`src/rtl/fx_pkg.sv`:
```
package fx_pkg;
  parameter int NFLAG  = 8;
  parameter int NRX    = 6;
  parameter int DW     = 9;
  parameter int BUS_W  = 16;
  localparam int IDX_TXE = NRX;
  localparam int IDX_TXC = NRX + 1;
  localparam int POS_TXE = 8;
  localparam int POS_TXC = 9;

  function automatic logic [NFLAG-1:0] rx_mask();
    logic [NFLAG-1:0] m;
    m = '0;
    for (int i = 0; i < NRX; i++) m[i] = 1'b1;
    return m;
  endfunction

  function automatic logic [BUS_W-1:0] pack_status(input logic [NFLAG-1:0] f);
    logic [BUS_W-1:0] s;
    s = '0;
    for (int i = 0; i < NRX; i++) s[i] = f[i];
    s[POS_TXE] = f[IDX_TXE];
    s[POS_TXC] = f[IDX_TXC];
    return s;
  endfunction

  function automatic logic [DW-1:0] fit_mode(input logic [DW-1:0] w, input logic nine);
    logic [DW-1:0] r;
    r = w;
    if (!nine) r[DW-1] = 1'b0;
    return r;
  endfunction
endpackage

```
`src/rtl/fx_bus_decode.sv`:
```
module fx_bus_decode (
  input  logic [1:0] addr,
  input  logic [1:0] be,
  input  logic       rd,
  input  logic       wr,
  input  logic       lng,
  output logic       ctrl_wr_lo,
  output logic       ctrl_wr_hi,
  output logic       stat_rd,
  output logic       long_rd,
  output logic       data_rd,
  output logic       data_wr
);
  logic any_be;
  assign any_be     = |be;
  assign ctrl_wr_lo = wr && addr == 2'd0 && be[0];
  assign ctrl_wr_hi = wr && addr == 2'd0 && be[1];
  assign stat_rd    = rd && addr == 2'd1 && any_be && !lng;
  assign long_rd    = rd && addr == 2'd1 && any_be && lng;
  assign data_rd    = rd && addr == 2'd2 && any_be;
  assign data_wr    = wr && addr == 2'd2 && any_be;
endmodule

```
`src/rtl/fx_flag_bank.sv`:
```
module fx_flag_bank #(
  parameter int NF = 8
) (
  input  logic          clk,
  input  logic          rst_n,
  input  logic          stat_rd,
  input  logic          long_rd,
  input  logic          data_rd,
  input  logic          data_wr,
  input  logic [NF-1:0] set_pulse,
  input  logic [NF-1:0] rxm,
  output logic [NF-1:0] flags,
  output logic [NF-1:0] armed,
  output logic [NF-1:0] clr
);
  logic [NF-1:0] arm_n;

  always_comb begin
    clr   = '0;
    arm_n = armed;
    if (long_rd) begin
      clr   = flags & rxm;
      arm_n = flags & ~rxm;
    end else if (stat_rd) begin
      arm_n = flags;
    end
    if (data_rd) begin
      clr   = clr | (armed & rxm);
      arm_n = arm_n & ~rxm;
    end
    if (data_wr) begin
      clr   = clr | (armed & ~rxm);
      arm_n = arm_n & rxm;
    end
  end

  always_ff @(posedge clk) begin
    if (!rst_n) begin
      flags <= '0;
      armed <= '0;
    end else begin
      flags <= (flags & ~clr) | set_pulse;
      armed <= arm_n;
    end
  end
endmodule

```
`src/rtl/fx_data_regs.sv`:
```
module fx_data_regs #(
  parameter int W = 9
) (
  input  logic         clk,
  input  logic         rst_n,
  input  logic         data_wr,
  input  logic [W-1:0] wdata,
  input  logic         nine,
  input  logic         rx_load,
  input  logic [W-1:0] rx_word,
  output logic [W-1:0] rd_val,
  output logic         tx_load,
  output logic [W-1:0] tx_word
);
  logic [W-1:0] rdr;

  always_ff @(posedge clk) begin
    if (!rst_n) begin
      rdr     <= '0;
      tx_word <= '0;
      tx_load <= 1'b0;
    end else begin
      if (rx_load) rdr <= rx_word;
      if (data_wr) tx_word <= fx_pkg::fit_mode(wdata, nine);
      tx_load <= data_wr;
    end
  end

  assign rd_val = fx_pkg::fit_mode(rdr, nine);
endmodule

```
`src/rtl/fx_serial_regs.sv`:
```
module fx_serial_regs
  import fx_pkg::*;
(
  input  logic                   clk,
  input  logic                   rst_n,
  input  logic [1:0]             bus_addr,
  input  logic [1:0]             bus_be,
  input  logic                   bus_rd,
  input  logic                   bus_wr,
  input  logic                   bus_long,
  input  logic [BUS_W-1:0]       bus_wdata,
  output logic [2*BUS_W-1:0]     bus_rdata,
  input  logic [NFLAG-1:0]       set_pulse,
  input  logic                   rx_load,
  input  logic [DW-1:0]          rx_word,
  output logic                   tx_load,
  output logic [DW-1:0]          tx_word,
  output logic [NFLAG-1:0]       irq
);
  localparam logic [NFLAG-1:0] RXM = rx_mask();

  logic ctrl_wr_lo, ctrl_wr_hi, stat_rd, long_rd, data_rd, data_wr;
  logic [NFLAG-1:0] flags, armed, clr, enables;
  logic             mode9;
  logic [DW-1:0]    data_val;
  logic [BUS_W-1:0] status, data_word, ctrl_word;

  fx_bus_decode u_dec (
    .addr(bus_addr), .be(bus_be), .rd(bus_rd), .wr(bus_wr), .lng(bus_long),
    .ctrl_wr_lo(ctrl_wr_lo), .ctrl_wr_hi(ctrl_wr_hi), .stat_rd(stat_rd),
    .long_rd(long_rd), .data_rd(data_rd), .data_wr(data_wr)
  );

  fx_flag_bank #(.NF(NFLAG)) u_flags (
    .clk(clk), .rst_n(rst_n), .stat_rd(stat_rd), .long_rd(long_rd),
    .data_rd(data_rd), .data_wr(data_wr), .set_pulse(set_pulse), .rxm(RXM),
    .flags(flags), .armed(armed), .clr(clr)
  );

  fx_data_regs #(.W(DW)) u_data (
    .clk(clk), .rst_n(rst_n), .data_wr(data_wr), .wdata(bus_wdata[DW-1:0]),
    .nine(mode9), .rx_load(rx_load), .rx_word(rx_word), .rd_val(data_val),
    .tx_load(tx_load), .tx_word(tx_word)
  );

  always_ff @(posedge clk) begin
    if (!rst_n) begin
      enables <= '0;
      mode9   <= 1'b0;
    end else begin
      if (ctrl_wr_lo) enables <= bus_wdata[NFLAG-1:0];
      if (ctrl_wr_hi) mode9   <= bus_wdata[8];
    end
  end

  assign status    = pack_status(flags);
  assign data_word = BUS_W'(data_val);
  assign ctrl_word = BUS_W'({mode9, enables});

  always_comb begin
    bus_rdata = '0;
    case (bus_addr)
      2'd0: bus_rdata[BUS_W-1:0] = ctrl_word;
      2'd1: bus_rdata = bus_long ? {status, data_word} : {{BUS_W{1'b0}}, status};
      2'd2: bus_rdata[BUS_W-1:0] = data_word;
      default: bus_rdata = '0;
    endcase
  end

  assign irq = flags & enables;
endmodule

```
`config.mk`:
```
export PLATFORM = sky130hd
export DESIGN_NAME = fx_serial_regs
export DESIGN_NICKNAME = d
export VERILOG_FILES = /design/src/rtl/fx_pkg.sv /design/src/rtl/fx_bus_decode.sv /design/src/rtl/fx_flag_bank.sv /design/src/rtl/fx_data_regs.sv /design/src/rtl/fx_serial_regs.sv
export SDC_FILE = /design/constraint.sdc
export NUM_CORES = 1
export LEC_CHECK = 0
export BUFFER_PORTS_ARGS = -buffer_cell sky130_fd_sc_hd__buf_2
export CORE_MARGIN = 3
export CORE_UTILIZATION = 43
export DETAILED_ROUTE_END_ITERATION = 10
export GPL_TIMING_DRIVEN = 0
export PLACE_DENSITY = 0.8
export SLEW_MARGIN = 20
export SYNTH_ARGS = -nofsm -noshare
export SYNTH_HDL_FRONTEND = slang
export SYNTH_SLANG_ARGS = --single-unit
```
`constraint.sdc`:
```
create_clock -name clk -period 1 [get_ports clk]
set_input_delay 0 -clock clk [delete_from_list [all_inputs] [get_ports clk]]
set_output_delay 0 -clock clk [all_outputs]
set_load 0.02 [all_outputs]
```
# [Word-level counts from Yosys, hierarchy flattened]
# Index checks and enable logic that the tools add are counted.
[word_totals] reg_bits=44 out_inout_bits=50 wordCells=43
[op_classes] n_reduce_logical=15 bitwise=7 eq_ne=2 mux=11
[ops] operator="16-bit one-hot mux with 3 select lines" count=1
[ops] operator="8-bit 2-to-1 mux" count=4
[ops] operator="26-bit 2-to-1 mux" count=1
[ops] operator="8-bit bitwise AND" count=2
[ops] operator="8-bit bitwise OR" count=2
[ops] operator="6-bit 2-to-1 mux" count=2
[ops] operator="1-bit logical AND" count=11
[ops] operator="10-bit 2-to-1 mux" count=1
[ops] operator="8-bit inverter" count=1
[ops] operator="6-bit bitwise OR" count=1
[ops] operator="2-bit OR reduction" count=2
[ops] operator="2-bit by 1-bit == test with 1-bit output (second input constant)" count=1
[ops] operator="2-bit == test (second input constant)" count=1
[ops] operator="2-bit logical NOT" count=1
[ops] operator="1-bit 2-to-1 mux" count=2
[ops] operator="1-bit logical NOT" count=1
[ops] operator="1-bit inverter" count=1

# [Longest topological paths before layout]
[depth] depth_word=12 ltp_mapped=6 depth_no_buf=4

# [Hierarchy]
# From an unflattened synthesis, not the netlist that was laid out.
[unflattened] hier_cells=303 area_unflattened_um2=2882.8
[by_module_without_submodules] mod="fx_flag_bank" n_inst=1 area_each_um2=1091.0 cells_each=123
[by_module_without_submodules] mod="fx_serial_regs" n_inst=1 area_each_um2=935.9 cells_each=101
[by_module_without_submodules] mod="fx_data_regs" n_inst=1 area_each_um2=774.5 cells_each=70
[by_module_without_submodules] mod="fx_bus_decode" n_inst=1 area_each_um2=81.3 cells_each=9

# [Worst setup path after synthesis]
# No wires, ideal clock.
[synth_timing] kind="input to output" from="input bus_addr[0]" to="output bus_rdata[0]" setup_slack_ps=-61 path_stages=4 path_buffers=1 required_ps=1000 t_arrival_ps=1061 cell_sequence="clkbuf_4 > nor2b_1 > a21oi_1 > o21ai_0"
[synth_between] elab_chain_len=2
[synth_rtl] item="start: declaration" line="fx_serial_regs.sv:6" source="input logic [1:0] bus_addr,"
[synth_rtl] item="2-bit == test, or another cell as far along" line="fx_serial_regs.sv:62" source="case (bus_addr)"
[synth_rtl] item="16-bit one-hot mux with 3 select lines (*)" line="fx_serial_regs.sv:62"
[synth_rtl] item="end: declaration" line="fx_serial_regs.sv:12" source="output logic [2*BUS_W-1:0] bus_rdata,"
# Every way passes the cells marked *; elsewhere a longest branch is shown, timed or not.

# [Final worst setup path]
[layout_timing] from="register u_data.rdr[8]" to="output bus_rdata[8]"
[layout_between] elab_chain_len=3
[layout_rtl] item="start: declaration" line="fx_data_regs.sv:15" source="logic [W-1:0] rdr;"
[layout_rtl] item="start signal: assignment" line="fx_data_regs.sv:23" source="if (rx_load) rdr <= rx_word;"
[layout_rtl] item="1-bit 2-to-1 mux (*)" line="fx_pkg.sv:30" source="if (!nine) r[DW-1] = 1'b0;"
[layout_rtl] item="26-bit 2-to-1 mux" line="fx_serial_regs.sv:64" source="2'd1: bus_rdata = bus_long ? {status, data_word} : {{BUS_W{1'b0}}, status};"
[layout_rtl] item="16-bit one-hot mux with 3 select lines (*)" line="fx_serial_regs.sv:62"
# Marks and branches as above.

==> impl_metrics.py <==
metrics = {
    "status": {
        "run_status": "complete, but fails checks",
        "failed_checks": "setup timing",
    },
    "die": {
        "rows": 25,
        "initial_core_util_pct": 45.0,
        "coreArea_sq_um": 4750,
        "fp.dieArea_sq_um": 5860,
        "io_pins": 93,
        "die_h_um": 76.5,
        "die_w_um": 76.5,
    },
    "logic_synthesis": {
        "async_reset_ff_share_pct": 0,
        "synth-main-ff-cell": "dfxtp_1",
        "synth_enable_flop_cells": 0,
        "synth.avg_cell_area_sq_um": 8.46,
        "yosysSeqAreaShare_pct": 41.2,
        "yosysTopAreaCell": "dfxtp_1",
        "syn_inst": 253,
        "ys_types": 32,
        "yosys_register_bits": 44,
        "synth_area_sq_um": 2140,
        "synth.top_cells.by_area": "dfxtp_1 (41%), nand2_1 (7.5%), mux2i_1 (7.5%)",
        "yosysWarnings": 0,
        "synth.top_cell.area_share_pct": 41.2,
    },
    "setup_path": {
        "r2r-end": "enables[1]$_SDFFE_PN0P_",
        "cp.required_ns": 1.00,
        "endpoint_kind": "output port",
        "r2r_cells": 5,
        "critPathLaunchType": "flip-flop",
        "timing.rr.start": "enables[1]$_SDFFE_PN0P_",
        "criticalPathCategory": "flip-flop to output port",
        "path_max_fanout": 2,
        "cp.arrival_ns": 1.17,
        "r2r_slack_ns": 0.07,
    },
    "drt": {
        "drt-initial-drc-count": 188,
        "vias": 2200,
        "wl_met2_mm": 3.08,
        "top_layer": "met4",
        "drt-total-wl_mm": 6.29,
        "avgViaCountPerCell": 4.87,
        "wl_per_cell_um": 13.9,
        "routedLengthMet1_mm": 2.59,
        "drtAntennaViolNets": 0,
        "drc": 0,
        "dr.pass1.iters": 4,
        "wl_met3_um": 581,
    },
    "clock_network": {
        "cts-root-buf": "clkbuf_8",
        "cts_max_level": 2,
        "worstSkewPairLatency_ns": 0.30,
        "cts_made_buffers": 5,
        "clk_pin_slew_ns": 0.08,
        "clockBufferDepth": 2,
        "clkSinkCount": 44,
        "cts_tree": "done",
    },
    "power": {
        "p_leak_nw": 1.54,
        "p_per_area_nw_per_um2": 1230,
        "irDropWorstVdd_mv": 0.920,
        "power.total_mw": 4.07,
    },
    "finish": {
        "utilization_pct": 69.8,
        "area_growth_pct": 55.2,
        "instances_no_fill": 452,
        "final_area_sq_um": 3320,
        "final_common_cell": "buf_2",
        "fin_nets": 427,
        "drive_gt1_share_pct": 39.2,
        "n_antenna_cell": 0,
        "layout_common_cells": "buf_2 (58), nand2_1 (42), buf_4 (29), dfxtp_1 (29), dlygate4sd3_1 (26)",
    },
    "grt": {
        "grt_antenna_before_repair": 0,
        "grt_usage_pct": 21.2,
        "grt_pass1_wl_mm": 10.1,
        "grt_pass1_vias": 2101,
        "grt.overflow.total": 0,
        "grt_start_max_net_pins": 14,
    },
    "timing": {
        "fin_crit_ns": 1.17,
        "relSlewSlack_pct": 56.8,
        "finClkSkew_ns": 0.00202,
        "rsz0062_at_grt": "yes",
        "setup_slack_ns": -0.166,
        "worst_pin_slew_ns": 0.648,
        "fmax_mhz": 858,
        "tns_ns": -1.18,
        "holdWs_ns": 0.143,
        "drv_slew": 0,
        "finalSetupViolCount": 16,
        "fin_crit_sh_pct": 117,
        "hold_viol": 0,
    },
    "placed_design": {
        "post-place-ws_ns": -0.300,
        "hpwl_mm": 4.21,
        "place.gp.congestion": 0.907,
        "placed_cell_area_sq_um": 2620,
        "portBuffers": 70,
        "numPlacedInstances": 403,
    },
    "worst_hold_path": {
        "hp-class": "input port to flip-flop",
        "hold_start": "bus_wr",
        "whs_endpoint": "mode9$_SDFFE_PN0P_",
        "whs_path_depth": 4,
    },
    "job": {
        "maxCapViolCount": 0,
    },
}
[state kept, by name (all words and copies together), names as in the netlist]
register	flops
u_flags.armed	8
u_data.tx_load	1
u_data.tx_word	9
mode9	1
u_data.rdr	9
enables	8
u_flags.flags	8
[worst max-delay path by stage]
stage                                from                             to  cells past startpoint
6_report       u_data.rdr[8]$_SDFFE_PN0P_                   bus_rdata[8]                      3
5_1_grt                       bus_addr[0]                   bus_rdata[1]                      6
4_1_cts           enables[1]$_SDFFE_PN0P_                   bus_rdata[1]                      4
3_5_place_dp                  bus_addr[1]        enables[4]$_SDFFE_PN0P_                      6
3_3_place_gp                  bus_addr[1]        enables[3]$_SDFFE_PN0P_                      6
2_1_floorplan                 bus_addr[1]  u_flags.armed[0]$_SDFFE_PP0N_                      5
[logic make-up (layout without fill, tap and decap cells)]
| kind of cell | count (synthesis) | count (layout) | synth area share (%) |
|---|---|---|---|
| AOI/OAI and AO/OA | 62 | 62 | 18.0 |
| buffers and inverters | 29 | 148 | 8.48 |
| DFF | 44 | 44 | 41.2 |
| muxes | 16 | 16 | 7.49 |
| other | 1 | 14 | 0.175 |
| and+or+nand+nor | 101 | 101 | 24.7 |
[repair_timing]
| action | in CTS | in global routing |
|---|---|---|
| setup endpoints to repair | 25 | 40 |
| pin swaps | 3 | 8 |
| gates cloned | 0 | 0 |
| endpoints found under the hold margin | 35 | 0 |
| hold buffers | 26 | 0 |
| gates resized for setup | 42 | 34 |
| setup buffers | 9 | 9 |
[power breakdown]
group          total (mW)  internal (mW)  switching, mW
logic               0.718          0.349          0.369
clock network        1.48          0.881          0.597
registers            1.88           1.82         0.0598
total                4.07           3.05           1.03
[Yosys cell counts, types with 2 or more instances]
master	n
nand3_1	3
a31oi_1	2
buf_4	15
and2_1	18
clkbuf_1	5
and2b_1	3
dfxtp_1	44
o21ai_0	18
nor2_1	12
inv_1	3
mux2i_1	16
a21boi_0	16
buf_2	4
o21a_1	6
nor2b_1	14
a22o_1	3
a21oi_1	14
nand2_1	43
[area by class of cell]
type | instances | area, sq um
sequential | 44 | 917
timing repair buffer | 111 | 817
clock inverter | 1 | 30.0
clock buffer | 7 | 96.3
multi-input combinational | 193 | 1190
buffer | 26 | 174
inverter | 3 | 11.3
tap | 67 | 83.8
fill | 367 | 1430
[metal layers]
layer	vias up	track usage (%)
li1	1074	-
met1	1023	26.8
met2	99	37.3
met3	4	5.32
met4	0	2.72
met5	-	0
[worst max-delay path, cell delays in order (launching register included)]
cell	delay (ns)
dfxtp_2	0.33
a21o_1	0.16
a22o_1	0.24
buf_6	0.14
Note: power is estimated with default switching activity, not from simulation.
